`config.mk`:
```
export PLATFORM = sky130hd
export DESIGN_NAME = sram_lane_ctrl
export DESIGN_NICKNAME = d
export VERILOG_FILES = /design/src/rtl/sram_lane_pkg.sv /design/src/rtl/sram_seq.sv /design/src/rtl/sram_pins.sv /design/src/rtl/sram_lane_ctrl.sv
export SDC_FILE = /design/constraint.sdc
export NUM_CORES = 1
export LEC_CHECK = 0
export BUFFER_PORTS_ARGS = -buffer_cell sky130_fd_sc_hd__buf_2
export CAP_MARGIN = 30
export CORE_ASPECT_RATIO = 0.5
export CORE_MARGIN = 1.5
export CORE_UTILIZATION = 44
export DETAILED_ROUTE_END_ITERATION = 7
export PLACE_DENSITY_LB_ADDON = 0.12
export SLEW_MARGIN = 15
export SYNTH_ARGS = -nofsm -noshare
export SYNTH_HDL_FRONTEND = slang
export SYNTH_SLANG_ARGS = --single-unit
```
`constraint.sdc`:
```
create_clock -name clk -period 1.8 [get_ports clk]
set_clock_uncertainty 0.05 [all_clocks]
set_input_delay 0.09 -clock clk [delete_from_list [all_inputs] [get_ports clk]]
set_output_delay 0.09 -clock clk [all_outputs]
set_load 0.01 [all_outputs]
```
`src/rtl/sram_lane_pkg.sv`:
```
package sram_lane_pkg;

    typedef enum logic [1:0] {
        PH_IDLE  = 2'd0,
        PH_READ  = 2'd1,
        PH_WRITE = 2'd2,
        PH_GAP   = 2'd3
    } phase_e;

    typedef struct packed {
        logic hi;
        logic lo;
    } lane_t;

    localparam int NUM_LANES = 2;

    function automatic int ns2cyc(input int ns, input int clk_ns);
        return (ns + clk_ns - 1) / clk_ns;
    endfunction

    function automatic int imax(input int a, input int b);
        return (a > b) ? a : b;
    endfunction

    function automatic int bits_for(input int n);
        int w;
        w = 1;
        while ((1 << w) <= n) w++;
        return w;
    endfunction

endpackage

```
`src/rtl/sram_seq.sv`:
```
module sram_seq
    import sram_lane_pkg::*;
#(
    parameter int RD_LEN  = 7,
    parameter int WP_LEN  = 6,
    parameter int GAP_LEN = 1,
    localparam int CNT_W  = bits_for(imax(imax(RD_LEN, WP_LEN), GAP_LEN))
) (
    input  logic   clk,
    input  logic   rst,
    input  logic   req_i,
    input  logic   wr_i,
    input  lane_t  mask_i,
    output phase_e phase_o,
    output logic   load_o,
    output logic   last_o,
    output logic   done_o
);

    phase_e           phase_q;
    logic [CNT_W-1:0] cnt_q;

    assign load_o  = (phase_q == PH_IDLE) && req_i && !done_o;
    assign last_o  = (cnt_q == '0);
    assign phase_o = phase_q;

    always_ff @(posedge clk) begin
        if (rst) begin
            phase_q <= PH_IDLE;
            cnt_q   <= '0;
            done_o  <= 1'b0;
        end else begin
            done_o <= 1'b0;
            unique case (phase_q)
                PH_IDLE: begin
                    if (load_o) begin
                        if (mask_i == '0) begin
                            phase_q <= PH_GAP;
                            cnt_q   <= CNT_W'(GAP_LEN - 1);
                        end else if (wr_i) begin
                            phase_q <= PH_WRITE;
                            cnt_q   <= CNT_W'(WP_LEN - 1);
                        end else begin
                            phase_q <= PH_READ;
                            cnt_q   <= CNT_W'(RD_LEN - 1);
                        end
                    end
                end
                PH_READ, PH_WRITE: begin
                    if (last_o) begin
                        phase_q <= PH_GAP;
                        cnt_q   <= CNT_W'(GAP_LEN - 1);
                    end else begin
                        cnt_q <= cnt_q - 1'b1;
                    end
                end
                PH_GAP: begin
                    if (last_o) begin
                        phase_q <= PH_IDLE;
                        done_o  <= 1'b1;
                    end else begin
                        cnt_q <= cnt_q - 1'b1;
                    end
                end
                default: phase_q <= PH_IDLE;
            endcase
        end
    end


    done_single_chk: assert property (@(posedge clk) disable iff (rst)
        done_o |=> !done_o);


    done_after_gap_chk: assert property (@(posedge clk) disable iff (rst)
        $rose(done_o) |-> ($past(phase_q) == PH_GAP) && (phase_q == PH_IDLE));


    no_accept_busy_chk: assert property (@(posedge clk) disable iff (rst)
        (phase_q != PH_IDLE) |=> !$past(load_o));

endmodule

```
`src/rtl/sram_pins.sv`:
```
module sram_pins
    import sram_lane_pkg::*;
#(
    parameter int ADDR_W = 17,
    parameter int DATA_W = 16,
    localparam int LANE_W = DATA_W / NUM_LANES
) (
    input  logic                 clk,
    input  logic                 rst,
    input  phase_e               phase_i,
    input  logic                 load_i,
    input  logic                 last_i,
    input  logic [ADDR_W-1:0]    addr_i,
    input  logic [DATA_W-1:0]    wdata_i,
    input  lane_t                mask_i,
    output logic [DATA_W-1:0]    rdata_o,
    output logic [ADDR_W-1:0]    ram_addr_o,
    output logic [NUM_LANES-1:0] ram_ce_n_o,
    output logic                 ram_we_n_o,
    output logic                 ram_oe_n_o,
    output logic [DATA_W-1:0]    ram_dq_o,
    output logic [NUM_LANES-1:0] ram_dq_oe_o,
    input  logic [DATA_W-1:0]    ram_dq_i
);

    typedef struct packed {
        logic [ADDR_W-1:0] addr;
        logic [DATA_W-1:0] data;
        lane_t             lanes;
    } cmd_t;

    cmd_t              cmd_q;
    logic              active;
    logic [DATA_W-1:0] cap_val;

    always_ff @(posedge clk) begin
        if (rst) begin
            cmd_q <= '0;
        end else if (load_i) begin
            cmd_q <= '{addr: addr_i, data: wdata_i, lanes: mask_i};
        end
    end

    assign active     = (phase_i == PH_READ) || (phase_i == PH_WRITE);
    assign ram_we_n_o = (phase_i != PH_WRITE);
    assign ram_oe_n_o = (phase_i != PH_READ);
    assign ram_addr_o = cmd_q.addr;
    assign ram_dq_o   = cmd_q.data;

    for (genvar g = 0; g < NUM_LANES; g++) begin : g_lane
        logic sel;
        assign sel            = (g == 0) ? cmd_q.lanes.lo : cmd_q.lanes.hi;
        assign ram_ce_n_o[g]  = !(active && sel);
        assign ram_dq_oe_o[g] = (phase_i == PH_WRITE) && sel;
        assign cap_val[g*LANE_W +: LANE_W] = sel ? ram_dq_i[g*LANE_W +: LANE_W] : '0;


        lane_drive_chk: assert property (@(posedge clk) disable iff (rst)
            ram_dq_oe_o[g] |-> !ram_ce_n_o[g] && !ram_we_n_o);
    end

    always_ff @(posedge clk) begin
        if (rst) begin
            rdata_o <= '0;
        end else if (load_i) begin
            rdata_o <= '0;
        end else if ((phase_i == PH_READ) && last_i) begin
            rdata_o <= cap_val;
        end
    end


    no_contention_chk: assert property (@(posedge clk) disable iff (rst)
        !ram_oe_n_o |-> (ram_dq_oe_o == '0) && ram_we_n_o);


    addr_hold_chk: assert property (@(posedge clk) disable iff (rst)
        (!(&ram_ce_n_o) && !(&$past(ram_ce_n_o))) |-> $stable(ram_addr_o));


    empty_mask_quiet_chk: assert property (@(posedge clk) disable iff (rst)
        (cmd_q.lanes == '0) |-> (&ram_ce_n_o) && ram_we_n_o && ram_oe_n_o);

endmodule

```
`src/rtl/sram_lane_ctrl.sv`:
```
module sram_lane_ctrl
    import sram_lane_pkg::*;
#(
    parameter int ADDR_W = 17,
    parameter int DATA_W = 16,
    parameter int CLK_NS = 10,
    parameter int RC_NS  = 70,
    parameter int WP_NS  = 55,
    parameter int DS_NS  = 30,
    parameter int WR_NS  = 5
) (
    input  logic              clk,
    input  logic              rst,
    input  logic              req_i,
    input  logic              wr_i,
    input  logic [ADDR_W-1:0] addr_i,
    input  logic [DATA_W-1:0] wdata_i,
    input  logic [1:0]        bmask_i,
    output logic              done_o,
    output logic [DATA_W-1:0] rdata_o,
    output logic [ADDR_W-1:0] ram_addr_o,
    output logic              ram_ceu_n_o,
    output logic              ram_cel_n_o,
    output logic              ram_we_n_o,
    output logic              ram_oe_n_o,
    output logic [DATA_W-1:0] ram_dq_o,
    output logic [1:0]        ram_dq_oe_o,
    input  logic [DATA_W-1:0] ram_dq_i
);

    localparam int RC_C    = ns2cyc(RC_NS, CLK_NS);
    localparam int WP_C    = ns2cyc(WP_NS, CLK_NS);
    localparam int DS_C    = ns2cyc(DS_NS, CLK_NS);
    localparam int WR_C    = ns2cyc(WR_NS, CLK_NS);
    localparam int GAP_LEN = imax(WR_C, 1);
    localparam int RD_LEN  = imax(RC_C, 1);
    localparam int WP_LEN  = imax(imax(WP_C, DS_C), imax(RC_C - GAP_LEN, 1));

    phase_e           phase;
    logic             load;
    logic             last;
    lane_t            mask;
    logic [1:0]       ce_n;

    assign mask        = lane_t'(bmask_i);
    assign ram_ceu_n_o = ce_n[1];
    assign ram_cel_n_o = ce_n[0];

    sram_seq #(
        .RD_LEN  (RD_LEN),
        .WP_LEN  (WP_LEN),
        .GAP_LEN (GAP_LEN)
    ) u_seq (
        .clk     (clk),
        .rst     (rst),
        .req_i   (req_i),
        .wr_i    (wr_i),
        .mask_i  (mask),
        .phase_o (phase),
        .load_o  (load),
        .last_o  (last),
        .done_o  (done_o)
    );

    sram_pins #(
        .ADDR_W (ADDR_W),
        .DATA_W (DATA_W)
    ) u_pins (
        .clk         (clk),
        .rst         (rst),
        .phase_i     (phase),
        .load_i      (load),
        .last_i      (last),
        .addr_i      (addr_i),
        .wdata_i     (wdata_i),
        .mask_i      (mask),
        .rdata_o     (rdata_o),
        .ram_addr_o  (ram_addr_o),
        .ram_ce_n_o  (ce_n),
        .ram_we_n_o  (ram_we_n_o),
        .ram_oe_n_o  (ram_oe_n_o),
        .ram_dq_o    (ram_dq_o),
        .ram_dq_oe_o (ram_dq_oe_o),
        .ram_dq_i    (ram_dq_i)
    );


    reset_idle_chk: assert property (@(posedge clk)
        $past(rst) |-> ram_ceu_n_o && ram_cel_n_o && ram_we_n_o && ram_oe_n_o
                       && (ram_dq_oe_o == 2'b00) && !done_o);


    done_quiet_chk: assert property (@(posedge clk) disable iff (rst)
        done_o |-> ram_ceu_n_o && ram_cel_n_o && ram_we_n_o && ram_oe_n_o);

endmodule

```
# == Word level (Yosys, flattened, before mapping) ==
# Index checks and enable logic that the tools add are counted.
# word_totals
ff_bits,57
in_bits,55
output_inout_bits,56
elab_cells,53
# op_classes
add_sub_neg,1
n_eq_ne,9
mux,15
bitwise,1
reduce_logical,19
# ops
operator,n
2-to-1 mux 8 bit,2
2-to-1 mux 2 bit,6
2-to-1 mux 3 bit,4
case mux 3 bit (3 select lines),1
logical AND 1 bit,7
!= test 2 x 1 -> 1 bit (second input constant),3
!= test 2 bit (second input constant),3
case mux 2 bit (3 select lines),1
OR reduction 2 bit,3
== test 2 bit (second input constant),2
zero test 2 bit,2
zero test 1 bit,3
zero test 3 bit,1
AND reduction 3 bit,1
subtractor 3 x 1 -> 3 bit (second input constant),1
== test 2 x 1 -> 1 bit (second input constant),1
AND reduction 2 bit,1
logical OR 1 bit,1
2-to-1 mux 1 bit,1
NOT 1 bit,1

# == Longest topological paths before layout ==
# Gate-level depths: netlist of run 1.
# depth
depth_word,5
mapped_depth,9
depth_no_buf,6

# == Hierarchy ==
# From an unflattened synthesis of run 1, not the netlist that was laid out.
# hier_totals
hier_cells,246
hier_area_um2,2454.9
# by_module_without_submodules
module,n_inst,cells_each,area_per_inst_um2,seq_area_each_um2
sram_pins,1,199,2059.5,1021.0
sram_seq,1,47,395.4,120.1

# == Worst setup path before layout of run 1 ==
# No wires, ideal clock.
# synth_timing
kind,register to register
startpoint,"reg u_seq.phase_q[0], in the netlist u_seq.phase_o[0]"
endpoint,reg u_seq.cnt_q[2]
setup_time_ns,0.088
arrival_ns,1.407
t_required_ns,1.662
slack_ns,0.255
path_stages_with_launch,6
n_path_buf,0
synth_period_minus_slack_ns,1.545
path_cell_list,dfxtp_1 inv_1 ha_1 nor2_1 a2111o_1 a311oi_2
# synth_between
elab_chain_len,5
elab_cells_between_ends,11
cone_classes,5 x eq/ne; 1 x mux; 5 x reduce/logical
# synth_rtl
item,line_no,rtl
start: declaration,sram_seq.sv:20,phase_e phase_q;
start signal: assignment,sram_seq.sv:29,phase_q <= PH_IDLE;
start signal: assignment,sram_seq.sv:38,phase_q <= PH_GAP;
start signal: assignment,sram_seq.sv:41,phase_q <= PH_WRITE;
zero test 2 bit,"sram_seq.sv:23, sram_seq.sv:34",
logical AND 1 bit (2 in a row),sram_seq.sv:23,assign load_o = (phase_q == PH_IDLE) && req_i && !done_o;
!= test 2 bit (no source line),--,
AND reduction 2 bit (no source line),--,
end signal: assignment,sram_seq.sv:39,cnt_q <= CNT_W'(GAP_LEN - 1);
end signal: assignment,sram_seq.sv:42,cnt_q <= CNT_W'(WP_LEN - 1);
end signal: assignment,sram_seq.sv:45,cnt_q <= CNT_W'(RD_LEN - 1);
end: declaration,sram_seq.sv:21,logic [CNT_W-1:0] cnt_q;
# Several ways; a longest one is shown, not always the timed one.
# A chain may end at the register's enable or synchronous reset.

# == Worst setup path after layout of run 1 ==
# Ends and elaborated chain as after synthesis.

==> metrics.txt, run 1 <==
layout cells sized above 1 0.312; Data arrival, critical path 1.87 ns; CTS Buf Count 9; buffers inserted by post-CTS timing repair 0; Worst-Margin Slew 0.466 ns; Mapped Nets 343; num rows 18; DRC 0; largest family of logic cells by synthesized area simple AND/OR/NAND/NOR gates; CTS Sinks 57; Worst-Skew Late Latency 0.34 ns; Final GP Congestion 0.800; met1 Use GR 0.247; RSZ-0062 raised after global routing false; XOR/XNOR Fraction of Synth Area 0; Max Slew Vio Count 0; total congestion overflow 0; vias per cell 4.67; hold_sp wr_i; first drt pass iteration count 6; sequential share of the synthesized area 0.495; TritonCTS clock tree built; IO Port Bufs 110; clk buf depth 2; Lkg Pwr 1.66 nW; r2r startpoint u_seq.phase_o[0]; Worst-path clk slew 0.06 ns; synth warn 0; TNS Setup 0 ns; Synth Area in Compound Gates 0.157; Worst setup startpoint u_seq.phase_o[0]; vias in the first global route 2,094; R2R Setup Slk 0.13 ns; nets 502; WS Path Type register to register; Setup crit end u_seq.cnt_q[2]; Initial Utilization 0.463; Antenna Cells 0; DP Area 2880 µm²; total track usage 0.220; final hold violation count 0; Core Area 4980 µm²; Area Overhead vs Synth 56.9%; first-pass GRT wire length 9430 µm; Finished Cell Area 3620 µm²; Tmin final 1.67 ns; wirelength, routed 6300 µm; fin crit share 0.925; mux cell area share after synthesis 0.00868; count of cell types in the netlist 29; Yosys reg bits 57; Slew headroom 0.690; Worst Setup End Kind register; critical path fanouts, max 5; die area 5710 µm²; Avg Cell Area, Syn 8.21 µm²; CP required 2.01 ns; Max Cap Viol 0; status finished clean; initial antenna violation count 0; DRT iter0 DRCs 118; Detail Placement HPWL 3830 µm; H-tree levels 3; Post-Synth Adder-Cell Area 0.0380; Die Width 105 µm; Synth Area in Simple Gates 0.240; min-delay worst type primary input to register; maximum vdd drop 0.000682 V; Antenna Nets Post-Route 0; IO Pins 111; final number of setup-violating endpoints 0; global routing's busiest layer met2; critical path cell sequence inv_1 > ha_1 > nor2_1 > a2111o_1 > a311oi_2; R2R Path End u_seq.cnt_q[2]; PD cells 1230 nW/µm²; global routing met2 resource utilization 0.389; max frequency 0.600 GHz; Vias 2,404; total power draw 0.00444 W; Worst setup SP type register; R2R depth 5; Die Ht 54.2 µm; cells after synthesis 281; critical path's slowest cell dfxtp_1; routing usage on met3 0.0944; wire per inst 12.2 µm; CTS Root Cell clkbuf_8; Synth Cell Area 2310 µm²; CP peak stage delay 0.39 ns; largest net degree at the start of global routing 36
## worst min path at each step
stage	to	slack, ns	cells after the start
after CTS	u_seq.phase_o[1]	0.04	3
after floorplan	u_pins.ram_addr_o[11]	0.17	2
final	u_seq.phase_o[1]	0.04	3
after global placement	u_pins.ram_dq_o[3]	0.28	3
after detailed placement	u_pins.ram_addr_o[13]	0.28	3
after global routing	u_seq.phase_o[1]	0.05	3
## what timing repair did
action,4_1_cts,5_1_grt
hold buffers,51,0
resized for setup,0,0
endpoints found under the hold margin,51,0
endpoints found under the setup margin,0,0
## cells in the mapped netlist
cell	number	area (µm²)
a2111o_1	1	11.3
a211oi_1	1	7.51
a21oi_1	54	270
a22oi_4	1	21.3
a311oi_2	1	15.0
and2_1	2	12.5
and2b_1	1	7.51
buf_2	8	40.0
buf_6	5	56.3
clkbuf_1	5	18.8
dfxtp_1	57	1140
ha_1	7	87.6
inv_1	7	26.3
mux2i_1	2	20.0
nand2_1	89	334
nand2_2	1	6.26
nand2b_1	3	18.8
nand2b_2	1	8.76
nand2b_4	2	27.5
nand3_1	16	80.1
nor2_1	7	26.3
nor2_2	2	12.5
nor3_1	1	5.00
nor3b_1	1	7.51
o211ai_1	1	7.51
o21ai_0	2	10.0
o311a_1	1	10.0
o32a_1	1	10.0
or2_1	1	6.26
## logic make-up after synthesis
| logic type | count (synthesis) |
|---|---|
| AND/OR/NAND/NOR | 127 |
| AO/OA/AOI/OAI | 63 |
| flip-flops | 57 |
| buffers and inverters | 25 |
| adder cells (fa/ha/maj) | 7 |
| multiplexers | 2 |
## sequential cells by signal, indices dropped and copies added, names as in the netlist
name and cells:
u_pins.g_lane.sel 2, u_pins.ram_addr_o 17, u_pins.ram_dq_o 16, u_pins.rdata_o 16
u_seq.cnt_q 3, u_seq.done_o 1, u_seq.phase_o 2
## layout by cell type (no fill, tap or decap), types with 2 or more instances in the layout
master,count
dfxtp_1,57
o21ai_0,2
mux2i_1,2
buf_4,4
inv_1,7
clkinv_2,2
nand3_1,16
nand2b_4,2
nand2b_1,3
ha_1,7
a21oi_1,54
buf_2,110
and2_1,2
clkbuf_8,11
bufinv_16,2
dlygate4sd3_1,51
nor2_2,2
nor2_1,7
nand2_1,89
## power breakdown
group	leakage (nW)	internal, W	switching [W]
logic	1.08	0.000626	0.000849
registers	0.465	0.00147	0.000141
clock network	0.115	0.000849	0.000510
## through the flow
step	util	hold slack [ns]	cells	setup slack, ns
finish	0.727	0.0376	515	0.134
floorplan	-	0.174	281	0.255
global route	0.727	0.0542	515	0.0334
global placement	0.578	0.280	448	0.220
detailed placement	0.578	0.285	448	0.130
CTS	0.727	0.0353	515	0.117
## cell type report
type	instances	area, µm²
sequential	57	1140
fill	386	1360
inverter	7	26.3
clock buffer	11	151
tap	70	87.6
timing repair buffer	166	1110
multi-input combinational	199	1020
clock inverter	5	77.6
## critical path: cells and delay by family (launching register included)
family	cells	cell delay, ns
simple gates	1	0.08
fa+ha+maj	1	0.36
buf+inv	1	0.10
compound gates	2	0.62
flops	1	0.39
## per-layer routing
layer | part of all wire | wire length [µm] | vias to the layer above
li1 | - | - | 1240
met1 | 0.43 | 2700 | 1063
met2 | 0.47 | 2970 | 90
met3 | 0.090 | 566 | 11
met4 | 0.0097 | 61 | 0
met5 | 0 | 0 | -
No activity file was read; power rests on OpenSTA's default activity.
==> run 2: changes to the inputs <==
Settings changed: CORE_UTILIZATION 44 to 43.
==> run 2 against run 1 <==
Critical endpoint unchanged. Critical path type unchanged. Largest cell class unchanged. Final area about the same. Register-to-register slack worse by 0.03 ns. Global-route usage is 0.33 points lower. Clock power about the same. Count of clock-buffer cells in the layout unchanged. Power is 0.55% lower. Hold slack better by 0.013 ns. First-iteration DRC count fell by 2.5%.
==> metrics.txt, run 2 (synthesis results as in run 1) <==
buffers inserted by post-CTS timing repair 0; final hold violation count 0; Worst-Margin Slew 0.427 ns; CP required 2.00 ns; pre-CTS setup slack 0.148 ns; TNS Setup 0 ns; fin crit share 0.941; register area 1140 µm²; Antenna Cells 0; Setup WS post-layout 0.106 ns; Initial Utilization 0.457; die area 5840 µm²; min-delay worst type primary input to register; WS Path Type register to register; IO Port Bufs 110; wire per inst 11.9 µm; Worst setup SP type register; max frequency 0.590 GHz; first-pass GRT wire length 9440 µm; Worst-path clk slew 0.06 ns; max FFs per register 17; final core occ 0.717; Vias 2,460; DRC 0; CTS Sinks 57; PD cells 1220 nW/µm²; num rows 18; layout cells sized above 1 0.316; Max Cap Viol 0; Die Ht 54.8 µm; total track usage 0.217; multi-input logic area 1030 µm²; most frequent cells in the layout 110 x buf_2, 89 x nand2_1, 57 x dfxtp_1; TritonCTS clock tree built; Detail Placement HPWL 4030 µm; Tmin final 1.69 ns; Lkg Pwr 1.66 nW; initial antenna violation count 0; final number of setup-violating endpoints 0; critical path's slowest cell dfxtp_1; delay-heaviest family, CP compound AO/OA/AOI/OAI gates; most common cell after layout, fill and taps aside buf_2; CP peak stage delay 0.39 ns; clk buf depth 2; total congestion overflow 0; Worst-Skew Late Latency 0.33 ns; Slew headroom 0.715; Die Width 107 µm; H-tree levels 3; critical path cell sequence inv_1 > ha_1 > nor2_1 > a2111o_1 > a311oi_2; # fillers 403; CTS Buf Count 9; hold slack 0.0503 ns; RSZ-0062 raised after global routing false; global routing's busiest layer met2; Buf/Inv on CP 1; Data arrival, critical path 1.89 ns; Area Overhead vs Synth 56.9%; nets 503; routing usage on met3 0.0952; CTS Root Cell clkbuf_8; global routing met2 resource utilization 0.391; Antenna Nets Post-Route 0; met1 Use GR 0.237; wirelength, routed 6170 µm; vias per cell 4.77; status finished clean; critical path fanouts, max 5; Max Slew Vio Count 0; DRT iter0 DRCs 115; Final GP Congestion 0.786; vias in the first global route 2,165; IO Pins 111; maximum vdd drop 0.000669 V; first drt pass iteration count 4; Core Area 5040 µm²; Worst Setup End Kind register; largest net degree at the start of global routing 29
## run 2: worst paths after layout
path / start / slack, ns / end / cells past startpoint
worst min-delay path: wr_i / 0.05 / u_seq.cnt_q[1] / 3
worst max-delay path: u_seq.phase_o[0] / 0.11 / u_seq.cnt_q[2] / 5
worst max register to register: u_seq.phase_o[0] / 0.11 / u_seq.cnt_q[2] / 5
worst min register to register: u_pins.rdata_o[12] / 0.40 / u_pins.rdata_o[12] / 2
## run 2: where the power goes
part | internal [W] | switching (W) | leakage, nW
Clock | 0.000849 | 0.000487 | 0.115
Combinational | 0.000618 | 0.000850 | 1.08
Sequential | 0.00147 | 0.000144 | 0.465
Total | 0.00294 | 0.00148 | 1.66
## run 2: layout make-up
class                   count  area share
flip-flops and latches     57       0.315
well taps                  70      0.0242
repair buffers            167       0.306
clock inverters             5      0.0214
inverters                   7     0.00726
multi-input cells         199       0.284
clock buffers              11      0.0419
## run 2: worst min-delay path, cell delays in order
cell and delay, ns:
buf_2 0.10, o32a_1 0.13, a211oi_1 0.06
## run 2: stage by stage
stage | total power (W) | cells | area, µm²
floorplan | 0.00260 | 281 | 2310
global placement | 0.00297 | 449 | 2870
detailed placement | 0.00301 | 449 | 2870
CTS | 0.00446 | 516 | 3610
global route | 0.00472 | 516 | 3620
finish | 0.00442 | 516 | 3620
## run 2: what timing repair did
action / in CTS / in global routing
endpoints found under the setup margin: 0 / 1
gates resized for setup: 0 / 1
endpoints found under the hold margin: 51 / 0
hold buffers: 51 / 0
## run 2: metal layers
metal / up-vias / routed length, µm
li1: 1246 / -
met1: 1120 / 2730
met2: 92 / 2920
met3: 2 / 499
met4: 0 / 17
met5: - / 0
==> run 3: changes to the inputs <==
Settings changed: BUFFER_PORTS_ARGS -buffer_cell sky130_fd_sc_hd__buf_2 to unset, CORE_ASPECT_RATIO 0.5 to 1.5, CORE_UTILIZATION 43 to 60, DONT_BUFFER_PORTS set to 1.
==> run 3 against run 2 <==
Final area fell by 15%. Hold slack improved by 0.020 ns. Via count shrank 16%. First-iteration DRC count down 41%. Count of clock-buffer cells in the layout up 3. Die area shrank 28%. Combinational power down 18%. Sequential share of layout area up 5.8 points. Clock power decreased by 9%.
==> metrics.txt, run 3 (synthesis results as in run 1) <==
status finished clean; total track usage 0.284; IO Pins 111; Area Overhead vs Synth 32.6%; vias per cell 5.41; Tmin final 1.66 ns; Sw Ratio 0.343; Die Ht 78.9 µm; Worst setup SP type register; nets 397; R2R Setup Slk 0.14 ns; Data arrival, critical path 1.85 ns; Max Cap Viol 0; most frequent cells in the layout 89 x nand2_1, 57 x dfxtp_1, 54 x a21oi_1; CTS Buf Count 9; vias in the first global route 2,042; Die Width 53.6 µm; # fillers 221; Worst Setup End Kind register; multi-input logic area 1020 µm²; DRC 0; Max Slew Vio Count 0; DP Area 2300 µm²; CTS Sinks 57; DRT iter0 DRCs 68; H-tree levels 3; Worst-Margin Slew 0.388 ns; Int Pwr 0.00271 W; WS Path Type register to register; CTS Root Cell clkbuf_8; Slew headroom 0.738; Final GP Congestion 0.741; register area 1140 µm²; die area 4230 µm²; critical path fanouts, max 5; Vias 2,076; fin crit share 0.922; num rows 27; Antenna Nets Post-Route 0; first drt pass iteration count 4; most common cell after layout, fill and taps aside nand2_1; clock share of power 0.296; TNS Setup 0 ns; CP required 1.99 ns; Worst-Skew Late Latency 0.33 ns; Combinational Power Share 0.290; Worst-path clk slew 0.06 ns; initial antenna violation count 0; max FFs per register 17; Core Area 3680 µm²; wire per inst 14.6 µm; clk buf depth 2; Finished Cell Area 3060 µm²; Lkg Pwr 1.18 nW; min-delay worst type primary input to register; Initial Utilization 0.626; maximum vdd drop 0.00121 V; Detail Placement HPWL 3230 µm; TritonCTS clock tree built; layout cells sized above 1 0.0882; RSZ-0062 raised after global routing false; total congestion overflow 0; PD cells 1350 nW/µm²; IO Port Bufs 0; first-pass GRT wire length 8750 µm; max frequency 0.603 GHz; post_cts resized 0; final hold violation count 0; largest net degree at the start of global routing 43; Seq pwr share 0.414; final number of setup-violating endpoints 0; NetSw 0.00142 W; wirelength, routed 5610 µm
[run 3: timing repair]
item                                   4_1_cts  5_1_grt
hold buffers                                54        0
endpoints found under the hold margin       57        0
setup buffers                                0        0
[run 3: power by group through the flow]
stage	logic [W]	registers (W)	clock network, W
floorplan	0.000930	0.00167	0
global placement	0.00106	0.00172	0
detailed placement	0.00107	0.00173	0
CTS	0.00119	0.00170	0.00125
global route	0.00134	0.00174	0.00131
finish	0.00120	0.00171	0.00122
[run 3: per-layer routing]
metal,GRT usage,share of wire,vias to the layer above
met5,0,0,-
met4,0.136,0.024,0
met3,0.109,0.086,13
met2,0.496,0.52,87
met1,0.282,0.37,945
li1,-,-,1031
[run 3: area by class of cell]
class | instances | area share
antenna | 1 | 0.000818
clock buffer | 14 | 0.0565
clock inverter | 2 | 0.0115
inverter | 7 | 0.00859
multi-input combinational | 199 | 0.335
sequential | 57 | 0.373
tap | 43 | 0.0176
timing repair buffer | 61 | 0.197
[run 3: worst max-delay path, cell delays in order (launching register included)]
cell and delay, ns:
dfxtp_1 0.38, inv_1 0.10, ha_1 0.35, nor2_1 0.08, a2111o_1 0.36, a311oi_2 0.25
[run 3: stage by stage]
step / util / instances / total power, W / hold slack, ns / worst slack, ns
after global placement: 0.624 / 313 / 0.00278 / 0.112 / 0.213
after floorplan: - / 281 / 0.00260 / 0.174 / 0.255
final: 0.830 / 384 / 0.00413 / 0.0705 / 0.141
after CTS: 0.830 / 383 / 0.00414 / 0.0620 / 0.141
after global routing: 0.830 / 383 / 0.00439 / 0.0782 / 0.00217
after detailed placement: 0.624 / 313 / 0.00281 / 0.113 / 0.162
[run 3: worst paths after layout]
path	cells past startpoint	start	end
worst max-delay path	5	u_seq.phase_o[0]	u_seq.cnt_q[2]
worst min-delay path	3	req_i	u_seq.phase_o[0]
worst max register to register	5	u_seq.phase_o[0]	u_seq.cnt_q[2]
worst min register to register	2	u_seq.cnt_q[1]	u_seq.cnt_q[1]
